[config.mk]
export PLATFORM = sky130hd
export DESIGN_NAME = i2c_flag_master
export DESIGN_NICKNAME = d
export VERILOG_FILES = /design/src/rtl/i2cfm_pkg.sv /design/src/rtl/i2cfm_baud.sv /design/src/rtl/i2cfm_regs.sv /design/src/rtl/i2cfm_engine.sv /design/src/rtl/i2c_flag_master.sv
export SDC_FILE = /design/constraint.sdc
export NUM_CORES = 1
export LEC_CHECK = 0
export BUFFER_PORTS_ARGS = -buffer_cell sky130_fd_sc_hd__buf_2
export CAP_MARGIN = 20
export CORE_MARGIN = 5
export CORE_UTILIZATION = 45
export DETAILED_ROUTE_END_ITERATION = 8
export GPL_TIMING_DRIVEN = 0
export PLACE_DENSITY = 0.74
export SKIP_LAST_GASP = 1
export SLEW_MARGIN = 30
export SYNTH_ARGS = -nofsm -noshare
export SYNTH_HDL_FRONTEND = slang
export SYNTH_SLANG_ARGS = --single-unit
export TNS_END_PERCENT = 10
[constraint.sdc]
create_clock -name clk_i -period 7.8 [get_ports clk_i]
set_input_delay 1.56 -clock clk_i [delete_from_list [all_inputs] [get_ports clk_i]]
set_output_delay 1.56 -clock clk_i [all_outputs]
set_load 0.1 [all_outputs]
[src/rtl/i2cfm_pkg.sv]
package i2cfm_pkg;
  localparam int unsigned CB_FLAG  = 7;
  localparam int unsigned CB_ACKEN = 6;
  localparam int unsigned CB_START = 5;
  localparam int unsigned CB_STOP  = 4;
  localparam int unsigned CB_WCOL  = 3;
  localparam int unsigned CB_EN    = 2;
  localparam int unsigned CB_IE    = 0;

  typedef enum logic [1:0] {
    SEL_DIV  = 2'd0,
    SEL_CTRL = 2'd1,
    SEL_DATA = 2'd2,
    SEL_NONE = 2'd3
  } sel_e;

  typedef enum logic [2:0] {
    ST_NONE    = 3'd0,
    ST_START   = 3'd1,
    ST_TX_ACK  = 3'd2,
    ST_TX_NACK = 3'd3,
    ST_RX_ACK  = 3'd4,
    ST_RX_NACK = 3'd5,
    ST_ARB     = 3'd6
  } stat_e;

  typedef enum logic [2:0] {
    E_IDLE, E_HOLD, E_START, E_STOP, E_LO, E_HI
  } eng_e;
endpackage

[src/rtl/i2cfm_baud.sv]
module i2cfm_baud #(
  parameter int unsigned DIV_W     = 8,
  parameter int unsigned HALF_BASE = 8
) (
  input  logic             clk_i,
  input  logic             rst_ni,
  input  logic             run_i,
  input  logic             stall_i,
  input  logic [DIV_W-1:0] div_i,
  output logic             tick_o,
  output logic             first_o
);
  localparam int unsigned CNT_W = DIV_W + 2;

  logic [CNT_W-1:0] cnt_q, half_m1;

  assign half_m1 = CNT_W'(HALF_BASE) + CNT_W'(div_i) - CNT_W'(1);
  assign tick_o  = run_i && !stall_i && (cnt_q == half_m1);
  assign first_o = run_i && (cnt_q == '0);

  always_ff @(posedge clk_i or negedge rst_ni) begin
    if (!rst_ni)       cnt_q <= '0;
    else if (!run_i)   cnt_q <= '0;
    else if (!stall_i) cnt_q <= tick_o ? '0 : cnt_q + CNT_W'(1);
  end
endmodule

[src/rtl/i2cfm_regs.sv]
module i2cfm_regs
  import i2cfm_pkg::*;
#(
  parameter int unsigned DIV_W = 8
) (
  input  logic             clk_i,
  input  logic             rst_ni,
  input  logic             wr_en_i,
  input  logic [1:0]       wr_sel_i,
  input  logic [7:0]       wr_data_i,
  input  logic             busy_i,
  input  logic             done_i,
  input  logic             stop_done_i,
  input  logic             rx_valid_i,
  input  logic [7:0]       rx_byte_i,
  output logic [DIV_W-1:0] div_o,
  output logic [7:0]       ctrl_o,
  output logic [7:0]       data_o,
  output logic             launch_o,
  output logic             launch_sta_o,
  output logic             launch_sto_o,
  output logic             en_o,
  output logic             ea_o
);
  logic flag_q, ea_q, sta_q, sto_q, wcol_q, en_q, ie_q;
  logic [DIV_W-1:0] div_q;
  logic [7:0] data_q;
  logic wr_ctrl, wr_data, wr_div;

  assign wr_ctrl = wr_en_i && (wr_sel_i == SEL_CTRL);
  assign wr_data = wr_en_i && (wr_sel_i == SEL_DATA);
  assign wr_div  = wr_en_i && (wr_sel_i == SEL_DIV);

  assign launch_o     = wr_ctrl && wr_data_i[CB_FLAG] && wr_data_i[CB_EN] && !busy_i;
  assign launch_sta_o = wr_data_i[CB_START];
  assign launch_sto_o = wr_data_i[CB_STOP];

  always_ff @(posedge clk_i or negedge rst_ni) begin
    if (!rst_ni) begin
      flag_q <= 1'b0; ea_q <= 1'b0; sta_q <= 1'b0; sto_q <= 1'b0;
      wcol_q <= 1'b0; en_q <= 1'b0; ie_q <= 1'b0;
      div_q  <= '0;   data_q <= '0;
    end else begin
      if (done_i)                             flag_q <= 1'b1;
      else if (wr_ctrl && wr_data_i[CB_FLAG]) flag_q <= 1'b0;
      if (wr_ctrl) begin
        ea_q  <= wr_data_i[CB_ACKEN];
        sta_q <= wr_data_i[CB_START];
        sto_q <= wr_data_i[CB_STOP];
        en_q  <= wr_data_i[CB_EN];
        ie_q  <= wr_data_i[CB_IE];
      end
      if (stop_done_i) sto_q <= 1'b0;
      if (wr_div)      div_q <= wr_data_i[DIV_W-1:0];
      if (rx_valid_i)  data_q <= rx_byte_i;
      if (wr_data) begin
        if (flag_q) begin
          data_q <= wr_data_i;
          wcol_q <= 1'b0;
        end else begin
          wcol_q <= 1'b1;
        end
      end
    end
  end

  assign div_o  = div_q;
  assign data_o = data_q;
  assign en_o   = en_q;
  assign ea_o   = ea_q;
  assign ctrl_o = {flag_q, ea_q, sta_q, sto_q, wcol_q, en_q, 1'b0, ie_q};


  flag_sticky_chk: assert property (@(posedge clk_i) disable iff (!rst_ni)
    (flag_q && !(wr_ctrl && wr_data_i[CB_FLAG])) |=> flag_q);

  wcol_set_chk: assert property (@(posedge clk_i) disable iff (!rst_ni)
    (wr_data && !flag_q) |=> wcol_q);

  stop_clear_chk: assert property (@(posedge clk_i) disable iff (!rst_ni)
    (stop_done_i && !wr_ctrl) |=> !sto_q);
endmodule

[src/rtl/i2cfm_engine.sv]
module i2cfm_engine
  import i2cfm_pkg::*;
(
  input  logic       clk_i,
  input  logic       rst_ni,
  input  logic       en_i,
  input  logic       launch_i,
  input  logic       sta_i,
  input  logic       sto_i,
  input  logic [7:0] tx_i,
  input  logic       ea_i,
  input  logic       scl_i,
  input  logic       sda_i,
  input  logic       tick_i,
  input  logic       first_i,
  output logic       busy_o,
  output logic       stall_o,
  output logic       scl_oe_o,
  output logic       sda_oe_o,
  output logic       done_o,
  output logic       stop_done_o,
  output logic       rx_valid_o,
  output logic [7:0] rx_byte_o,
  output stat_e      status_o
);
  eng_e       state_q;
  logic [1:0] step_q;
  logic [3:0] bitn_q;
  logic [7:0] tx_q, sh_q;
  logic       scl_oe_q, sda_oe_q, is_rx_q, rd_mode_q, addr_next_q;
  logic       done_q, stop_q, rxv_q, drv;
  stat_e      status_q;

  assign busy_o  = (state_q == E_START) || (state_q == E_STOP) ||
                   (state_q == E_LO)    || (state_q == E_HI);
  assign stall_o = !scl_oe_q && !scl_i;

  // Value to put on SDA for the current bit (1 = pull low)
  always_comb begin
    if (is_rx_q) drv = (bitn_q == 4'd8) && ea_i;
    else         drv = (bitn_q != 4'd8) && !tx_q[3'd7 - bitn_q[2:0]];
  end

  always_ff @(posedge clk_i or negedge rst_ni) begin
    if (!rst_ni) begin
      state_q <= E_IDLE; step_q <= '0; bitn_q <= '0; tx_q <= '0; sh_q <= '0;
      scl_oe_q <= 1'b0; sda_oe_q <= 1'b0; is_rx_q <= 1'b0; rd_mode_q <= 1'b0;
      addr_next_q <= 1'b0; done_q <= 1'b0; stop_q <= 1'b0; rxv_q <= 1'b0;
      status_q <= ST_NONE;
    end else begin
      done_q <= 1'b0;
      stop_q <= 1'b0;
      rxv_q  <= 1'b0;
      if (launch_i) begin
        if (sta_i) begin
          state_q  <= E_START;
          step_q   <= '0;
          sda_oe_q <= 1'b0;
        end else if (sto_i) begin
          if (state_q == E_HOLD) begin
            state_q  <= E_STOP;
            step_q   <= '0;
            sda_oe_q <= 1'b1;
          end else begin
            stop_q <= 1'b1;
          end
        end else if (state_q == E_HOLD) begin
          state_q <= E_LO;
          bitn_q  <= '0;
          is_rx_q <= !addr_next_q && rd_mode_q;
          tx_q    <= tx_i;
        end
      end else if (!en_i) begin
        state_q  <= E_IDLE;
        scl_oe_q <= 1'b0;
        sda_oe_q <= 1'b0;
      end else begin
        unique case (state_q)
          E_START: if (tick_i) begin
            step_q <= step_q + 2'd1;
            unique case (step_q)
              2'd0: scl_oe_q <= 1'b0;
              2'd1: sda_oe_q <= 1'b1;
              2'd2: scl_oe_q <= 1'b1;
              default: begin
                state_q     <= E_HOLD;
                done_q      <= 1'b1;
                status_q    <= ST_START;
                addr_next_q <= 1'b1;
              end
            endcase
          end
          E_STOP: if (tick_i) begin
            step_q <= step_q + 2'd1;
            if (step_q == 2'd0) begin
              scl_oe_q <= 1'b0;
            end else begin
              sda_oe_q <= 1'b0;
              state_q  <= E_IDLE;
              stop_q   <= 1'b1;
            end
          end
          E_LO: begin
            if (first_i) sda_oe_q <= drv;
            if (tick_i) begin
              state_q  <= E_HI;
              scl_oe_q <= 1'b0;
            end
          end
          E_HI: if (tick_i) begin
            if (!is_rx_q && (bitn_q != 4'd8) && !sda_oe_q && !sda_i) begin
              state_q  <= E_IDLE;
              scl_oe_q <= 1'b0;
              sda_oe_q <= 1'b0;
              done_q   <= 1'b1;
              status_q <= ST_ARB;
            end else if (bitn_q == 4'd8) begin
              state_q  <= E_HOLD;
              scl_oe_q <= 1'b1;
              done_q   <= 1'b1;
              if (is_rx_q) begin
                rxv_q    <= 1'b1;
                status_q <= ea_i ? ST_RX_ACK : ST_RX_NACK;
              end else begin
                status_q <= sda_i ? ST_TX_NACK : ST_TX_ACK;
                if (addr_next_q) rd_mode_q <= tx_q[0];
              end
              addr_next_q <= 1'b0;
            end else begin
              if (is_rx_q) sh_q <= {sh_q[6:0], sda_i};
              bitn_q   <= bitn_q + 4'd1;
              state_q  <= E_LO;
              scl_oe_q <= 1'b1;
            end
          end
          default: ;
        endcase
      end
    end
  end

  assign scl_oe_o    = scl_oe_q;
  assign sda_oe_o    = sda_oe_q;
  assign done_o      = done_q;
  assign stop_done_o = stop_q;
  assign rx_valid_o  = rxv_q;
  assign rx_byte_o   = sh_q;
  assign status_o    = status_q;


  hold_scl_low_chk: assert property (@(posedge clk_i) disable iff (!rst_ni)
    (state_q == E_HOLD) |-> scl_oe_q);

  idle_released_chk: assert property (@(posedge clk_i) disable iff (!rst_ni)
    (state_q == E_IDLE) |-> (!scl_oe_q && !sda_oe_q));

  sda_still_high_chk: assert property (@(posedge clk_i) disable iff (!rst_ni)
    (state_q == E_HI) |-> $stable(sda_oe_q));

  start_from_launch_chk: assert property (@(posedge clk_i) disable iff (!rst_ni)
    (launch_i && sta_i) |=> (state_q == E_START));
endmodule

[src/rtl/i2c_flag_master.sv]
module i2c_flag_master
  import i2cfm_pkg::*;
#(
  parameter int unsigned DIV_W     = 8,
  parameter int unsigned HALF_BASE = 8
) (
  input  logic       clk_i,
  input  logic       rst_ni,
  input  logic       gie_i,
  input  logic       wr_en_i,
  input  logic [1:0] wr_sel_i,
  input  logic [7:0] wr_data_i,
  output logic [7:0] ctrl_o,
  output logic [7:0] data_o,
  output logic [2:0] status_o,
  output logic       irq_o,
  input  logic       scl_i,
  input  logic       sda_i,
  output logic       scl_oe_o,
  output logic       sda_oe_o
);
  logic [DIV_W-1:0] div;
  logic launch, l_sta, l_sto, en, ea, busy, stall, tick, first;
  logic done, stop_done, rx_valid;
  logic [7:0] rx_byte, ctrl, data;
  stat_e status;

  i2cfm_regs #(.DIV_W(DIV_W)) regs_i (
    .clk_i, .rst_ni, .wr_en_i, .wr_sel_i, .wr_data_i,
    .busy_i(busy), .done_i(done), .stop_done_i(stop_done),
    .rx_valid_i(rx_valid), .rx_byte_i(rx_byte),
    .div_o(div), .ctrl_o(ctrl), .data_o(data),
    .launch_o(launch), .launch_sta_o(l_sta), .launch_sto_o(l_sto),
    .en_o(en), .ea_o(ea)
  );

  i2cfm_baud #(.DIV_W(DIV_W), .HALF_BASE(HALF_BASE)) baud_i (
    .clk_i, .rst_ni, .run_i(busy), .stall_i(stall), .div_i(div),
    .tick_o(tick), .first_o(first)
  );

  i2cfm_engine engine_i (
    .clk_i, .rst_ni, .en_i(en), .launch_i(launch), .sta_i(l_sta), .sto_i(l_sto),
    .tx_i(data), .ea_i(ea), .scl_i, .sda_i, .tick_i(tick), .first_i(first),
    .busy_o(busy), .stall_o(stall), .scl_oe_o, .sda_oe_o,
    .done_o(done), .stop_done_o(stop_done), .rx_valid_o(rx_valid),
    .rx_byte_o(rx_byte), .status_o(status)
  );

  assign ctrl_o   = ctrl;
  assign data_o   = data;
  assign status_o = status;
  assign irq_o    = ctrl[CB_FLAG] && ctrl[CB_IE] && gie_i;


  flag_holds_bus_chk: assert property (@(posedge clk_i) disable iff (!rst_ni)
    (ctrl[CB_FLAG] && ctrl[CB_EN] && (status != ST_ARB) && !busy) |-> scl_oe_o);
endmodule

# Yosys cells after proc, flatten, opt, wreduce, memory -nomap -nowiden
# Index checks and enable logic that the tools add are counted.
# word_totals
ff_bits,69
in_bits,16
output_inout_bits,22
word_cells,235
# classes
addsub,6
n_lt_le_gt_ge,1
n_eq_ne,43
muxes,103
bitwise,6
n_reduce_logical,52
# ops
op,n
1-bit 2-to-1 mux,55
3-bit 2-to-1 mux,18
8-bit AND reduction,5
4-bit 2-to-1 mux,9
"4-bit by 3-bit inequality test with 1-bit output, second input constant",9
10-bit 2-to-1 mux,3
8-bit 2-to-1 mux,3
"3-bit inequality test, second input constant",8
1-bit logical AND,18
"2-bit inequality test, second input constant",9
2-bit 2-to-1 mux,7
7-bit AND reduction,2
2-bit nonzero test,7
3-bit one-hot mux with 4 select lines,1
"10-bit by 1-bit adder with 10-bit output, second input constant",1
10-bit == test,1
10-bit zero test,1
10-bit AND reduction,1
"10-bit by 1-bit subtractor with 10-bit output, second input constant",1
"4-bit by 8-bit adder with 9-bit output, first input constant",1
1-bit zero test,9
"4-bit inequality test, second input constant",2
1-bit one-hot mux with 4 select lines,2
"3-bit by 2-bit == test with 1-bit output, second input constant",2
other kinds (22),36

# Depth between registers and ports, before layout
# Gate-level depths: netlist (run 1).
# depth
word_depth,10
depth_mapped,10
ltp_nobuf,9

# Cells and area by module
# From an unflattened synthesis (run 1), not the netlist that was laid out.
# unflattened
cells_unflattened,380
hier_area_um2,3970.1
# by_module_without_submodules
mod,n_inst,cells_each,area_each_um2,seq_area_each_um2
i2cfm_engine,1,206,1969.4,900.9
i2cfm_regs,1,76,1086.0,575.6
i2cfm_baud,1,97,908.4,250.2
i2c_flag_master,1,1,6.3,0.0

# Least setup slack after synthesis (run 1)
# OpenSTA, ideal clock, no wires.
# synth_path
path_type,in2out
startpoint,input gie_i
endpoint,output irq_o
t_arrival_ns,2.338
required_ns,6.240
slack_ns,3.902
path_stages,1
n_path_buf,0
path_cell_list,and3_1
# synth_via
elab_chain_cells,1
# synth_rtl
element,line,rtl
start: declaration,i2c_flag_master.sv:9,"input logic gie_i,"
1-bit logical AND,i2c_flag_master.sv:53,assign irq_o = ctrl[CB_FLAG] && ctrl[CB_IE] && gie_i;
end: declaration,i2c_flag_master.sv:16,"output logic irq_o,"
# No other way between the ends.

# Worst setup path after layout (run 1)
# Same ends and word-level chain as after synthesis.

==> impl_metrics.json, run 1 <==
{
  "die_w_um": 106,
  "hold_viol": 0,
  "syn_area_per_cell_um2": 9.54,
  "peakVddDrop_uv": 154,
  "stdcell_count": 597,
  "cap_violations": 0,
  "hold_class": "flip-flop to flip-flop",
  "worst_pin_slew_ns": 0.638,
  "dp_hpwl_um": 7260,
  "grt_usage": 0.185,
  "fin_nets": 508,
  "detail-route-antenna-nets": 0,
  "h-tree-depth": 3,
  "r2r_slack_ns": 4.58,
  "die_h_um": 106,
  "initial_utilization": 0.453,
  "wl_per_cell_um": 16.5,
  "slew_viol_final": 0,
  "place_congestion": 0.913,
  "post-route-min-period_ns": 3.74,
  "crit_type": "input port to primary output",
  "clock.fmax_ghz": 0.267,
  "io_pins": 38,
  "holdBufCountCts": 0,
  "placed_cells": 581,
  "cp_data_required_time_ns": 6.24,
  "drt_pass1_iterations": 6,
  "areaGrowthSynthToFinish_pct": 13.5,
  "io_buffer_count": 36,
  "cts_setup_buffers": 0,
  "ys_ff_latch": 69,
  "multiInputGateArea_um2": 2220,
  "vias": 3505,
  "drtIter0Drc": 315,
  "worstPathArrival_ns": 2.18,
  "finalSetupTns_ns": 0,
  "hold_ws_ns": 0.421,
  "finClkSkew_ns": 0.0140,
  "leakage_uw": 0.00209,
  "ctsResizeCount": 0,
  "status": "completed",
  "regArea_um2": 1730,
  "synth_edf_count": 0,
  "syn-cell-area_um2": 4130,
  "end_kind": "primary output",
  "synth_nets": 460,
  "cts-root-buf": "clkbuf_8",
  "antenna_found_initial": 0,
  "fillers": 824,
  "viasPerCell": 5.87,
  "cts_inserted_buffers": 9,
  "totalWireLength_um": 9820,
  "setup_viol": 0,
  "path_clk_slew_ns": 0.09,
  "clk_latency_ns": 0.35,
  "power_density_nw_per_um2": 254,
  "synth_seq_area_share": 0.418,
  "async_flop_share": 1.00,
  "diodes": 0,
  "route.detailed.drc": 0,
  "synthFlopType": "dfrtp_1",
  "path_max_fanout": 1,
  "synth_cell_type_count": 62,
  "rsz0062_at_grt": "no",
  "maxSlewHeadroom": 0.572,
  "rows": 35,
  "fin_util": 0.515,
  "overflow": 0,
  "grt_first_pass_wirelength_um": 16700,
  "cts_tree": "yes",
  "ys_warn_count": 0,
  "cts.sinks": 69,
  "die_area_um2": 11200,
  "start_kind": "input port",
  "grt_pass1_vias": 3463,
  "syn_inst": 433,
  "grt_max_degree": 44,
  "fin_crit_sh": 0.480,
  "power_uw": 1190,
  "core_area_um2": 9110,
  "clock_path_buffers": 2,
  "drive_above_1_share": 0.216
}
routing by layer:
layer | vias to the layer above | global-route usage | share of wire
li1 | 1663 | - | -
met1 | 1718 | 0.248 | 0.44
met2 | 116 | 0.305 | 0.50
met3 | 8 | 0.0355 | 0.052
met4 | 0 | 0.0564 | 0.011
met5 | - | 0 | 0
cell families after synthesis:
kind of cell    count (synthesis)  synth area share
buf+inv                        43            0.0467
fa+ha+maj                      11            0.0333
simple gates                  159             0.203
xor+xnor                       17            0.0379
other cells                     1          0.000908
flops                          69             0.418
compound gates                 93             0.148
mux                            40             0.111
state kept, by name, summed over array words and instances, names as in the netlist, 2 cells and up:
register and cells:
baud_i.cnt_q 10, engine_i.bitn_q 4, engine_i.rx_byte_o 8, engine_i.state_q 3, engine_i.status_o 3, engine_i.step_q 2, engine_i.tx_q 8, regs_i.data_o 8
regs_i.div_o 8
path summary, 6_finish.rpt:
kind / from / end / cells after the start
min reg2reg: engine_i.stop_done_o / regs_i.sto_q / 1
max in group asynchronous: rst_ni / engine_i.step_q[0] / 2
min in group asynchronous: rst_ni / engine_i.rx_byte_o[7] / 1
min: engine_i.stop_done_o / regs_i.sto_q / 1
max: gie_i / irq_o / 3
max reg2reg: regs_i.div_o[3] / engine_i.rx_byte_o[2] / 8
Yosys cell counts, types with 8 or more instances:
master    number  share of area
nand2_1       40          0.036
nand3_1       21          0.025
nor3_1        17          0.021
xnor2_1        8          0.017
ha_1          11          0.033
clkbuf_1      15          0.014
nand4_1        9          0.014
nor2_1        25          0.023
buf_4          8          0.015
xor2_1         8          0.017
o21ai_0       31          0.038
a31oi_1        8          0.012
mux2i_1       11          0.027
dfrtp_1       69           0.42
inv_1         18          0.016
and3_1         8          0.012
a21oi_1       24          0.029
mux2_2        27          0.074
metrics by stage:
stage / cell area [µm²] / setup WS [ns]
final: 4690 / 4.06
after global routing: 4690 / 4.02
after CTS: 4680 / 4.05
after detailed placement: 4480 / 4.00
after global placement: 4450 / 3.99
after floorplan: 4130 / 3.90
power breakdown:
group          leakage [µW]  internal [µW]  switching, µW
Combinational       0.00112            144            292
Sequential         0.000863            402           48.6
Clock              0.000104            152            149
critical path, cell delays in order:
cell and delay, ns:
buf_2 0.07, and3_1 0.13, buf_2 0.42
cell type report:
type                            instances  share of cell area
Multi-Input combinational cell        321               0.474
Clock buffer                            9              0.0264
Clock inverter                          7              0.0176
Tap cell                              111              0.0296
Buffer                                 24              0.0259
Inverter                               19              0.0152
Sequential cell                        69               0.368
Timing Repair Buffer                   37              0.0432
cells in the final DEF (no fill, tap or decap), drive strengths merged, types with 3 or more instances in the layout:
master / count
a21oi: 24
or3: 3
o31ai: 3
clkbuf: 24
xor2: 9
xnor2: 8
nand4b: 3
mux2i: 11
nand2b: 3
o21ai: 31
and3: 8
inv: 20
nor3b: 3
nand3: 21
nor4: 5
nand4: 9
nand3b: 5
a31oi: 8
and2: 3
buf: 46
dfrtp: 69
a211o: 3
mux2: 27
nor3: 17
nor2b: 4
clkinv: 5
nor2: 26
ha: 11
nand2: 40
Power figures use the tool's default switching activity.
==> inputs of run 2 (changes only) <==
- PLACE_DENSITY: 0.74 -> 0.77
- clock period: 7.8 -> 3.1 ns (I/O delays scaled with it)
==> impl_metrics.json, run 2 (synthesis gave the netlist of run 1 again) <==
{
  "grt_pass1_vias": 3387,
  "leakage_uw": 0.00208,
  "maxSlewHeadroom": 0.553,
  "cp_slowest_cell": "dfrtp_1",
  "cp_data_required_time_ns": 3.37,
  "largest_register_ffs": 10,
  "worst-path-buf-inv": 1,
  "finClkSkew_ns": 0.0114,
  "power.net_switching_uw": 1240,
  "die_w_um": 106,
  "startpoint": "regs_i.div_o[3]",
  "combPwrFrac": 0.378,
  "regArea_um2": 1730,
  "rsz0062_at_grt": "yes",
  "h-tree-depth": 3,
  "clkPwrFrac": 0.232,
  "place_congestion": 0.912,
  "p_sw_frac": 0.425,
  "stdcell_count": 598,
  "grt_max_degree": 40,
  "multiInputGateArea_um2": 2220,
  "postPlaceCellArea_um2": 4480,
  "power_density_nw_per_um2": 621,
  "finalSetupTns_ns": 0,
  "setup_viol": 0,
  "hold_class": "input port to asynchronous set/reset pin",
  "hold_viol": 0,
  "largest_register": "baud_i.cnt_q",
  "crit_type": "flip-flop to flip-flop",
  "detail-route-antenna-nets": 0,
  "core_area_um2": 9110,
  "initial_utilization": 0.453,
  "totalWireLength_um": 9780,
  "setup_ws_ns": 0.0883,
  "route.detailed.drc": 0,
  "pwr-share-seq": 0.390,
  "io_buffer_count": 36,
  "r2r-start": "regs_i.div_o[3]",
  "rows": 35,
  "peakVddDrop_uv": 498,
  "fillers": 816,
  "vias": 3473,
  "placed_cells": 581,
  "critical_path.max_stage_delay_ns": 0.47,
  "wl_per_cell_um": 16.4,
  "die_h_um": 106,
  "internal_power_uw": 1670,
  "worst_pin_slew_ns": 0.667,
  "areaGrowthSynthToFinish_pct": 13.4,
  "pre_cts_ws_ns": -0.138,
  "cts_inserted_buffers": 9,
  "grt_first_pass_wirelength_um": 16300,
  "fin_crit_sh": 0.972,
  "overflow": 0,
  "clock.fmax_ghz": 0.332,
  "path_clk_slew_ns": 0.09,
  "cap_violations": 0,
  "clock_path_buffers": 2,
  "path_max_fanout": 10,
  "crit_chain": "ha_1, xor2_2, or3_1, xnor2_1, o221a_2, o211ai_1, clkbuf_1, a31oi_1, mux2i_1",
  "drtIter0Drc": 350,
  "finish.instance_area_um2": 4680,
  "die_area_um2": 11200,
  "end_kind": "flip-flop",
  "cts-root-buf": "clkbuf_8",
  "cts_tree": "yes",
  "io_pins": 38,
  "layout_commonest_cell": "dfrtp_1",
  "clk_latency_ns": 0.35,
  "antenna_found_initial": 0,
  "worstPathArrival_ns": 3.28,
  "diodes": 0,
  "cts.sinks": 69,
  "slew_viol_final": 0,
  "start_kind": "flip-flop",
  "dp_hpwl_um": 7310,
  "drive_above_1_share": 0.220,
  "drt_pass1_iterations": 5,
  "status": "completed",
  "viasPerCell": 5.81,
  "post-route-min-period_ns": 3.01,
  "final_cell_mix": "69 x dfrtp_1, 40 x nand2_1, 36 x buf_2",
  "fin_nets": 509,
  "critPathTopFamily": "compound AO/OA/AOI/OAI gates",
  "grt_usage": 0.182
}
## run 2: cell types whose count changed in the layout (fill, tap and decap cells not counted)
cell / delta
clkbuf_1: -1
clkinv_4: -3
clkinvlp_4: +3
bufinv_16: -1
buf_12: +1
inv_6: +1
clkbuf_2: +1
## run 2: per-stage QoR
step | hold WS [ns] | utilization | total power (µW)
finish | 0.205 | 0.514 | 2910
global route | 0.233 | 0.514 | 3090
CTS | 0.205 | 0.513 | 2920
detailed placement | 0.389 | 0.491 | 2240
global placement | 0.379 | 0.488 | 2200
floorplan | 0.324 | - | 1980
## run 2: layout make-up
| cell class | count | area share |
|---|---|---|
| buffer | 24 | 0.0262 |
| inverter | 19 | 0.0152 |
| clock inverter | 7 | 0.0123 |
| tap | 111 | 0.0297 |
| clock buffer | 9 | 0.0264 |
| multi-input combinational | 321 | 0.474 |
| timing repair buffer | 38 | 0.0476 |
| sequential | 69 | 0.369 |
## run 2: path summary, 6_finish.rpt
path	to	slack, ns	depth (start not counted)
max	baud_i.cnt_q[5]	0.09	9
min	regs_i.data_o[4]	0.20	1
max reg2reg	baud_i.cnt_q[5]	0.09	9
min reg2reg	regs_i.sto_q	0.41	1
max in group asynchronous	engine_i.state_q[1]	2.35	2
min in group clk_i	regs_i.sto_q	0.41	1
## run 2: what timing repair did
| action | 4_1_cts | 5_1_grt |
|---|---|---|
| endpoints found under the hold margin | 0 | 0 |
| gates resized for setup | 0 | 2 |
| endpoints found under the setup margin | 8 | 16 |
| hold buffers | 0 | 0 |
| pin swaps | 1 | 0 |
| buffers inserted | 1 | 0 |
## run 2: power by group through the flow
stage / clock, µW / combinational (µW) / sequential (µW)
2_1_floorplan: 0 / 751 / 1230
3_3_place_gp: 0 / 1060 / 1140
3_5_place_dp: 0 / 1080 / 1150
4_1_cts: 691 / 1090 / 1130
5_1_grt: 737 / 1200 / 1150
6_report: 674 / 1100 / 1140
## run 2: routing by layer
metal / global-route usage / routed length, µm
met3: 0.0337 / 448
met4: 0.0638 / 147
met5: 0 / 0
met1: 0.245 / 4520
met2: 0.293 / 4670
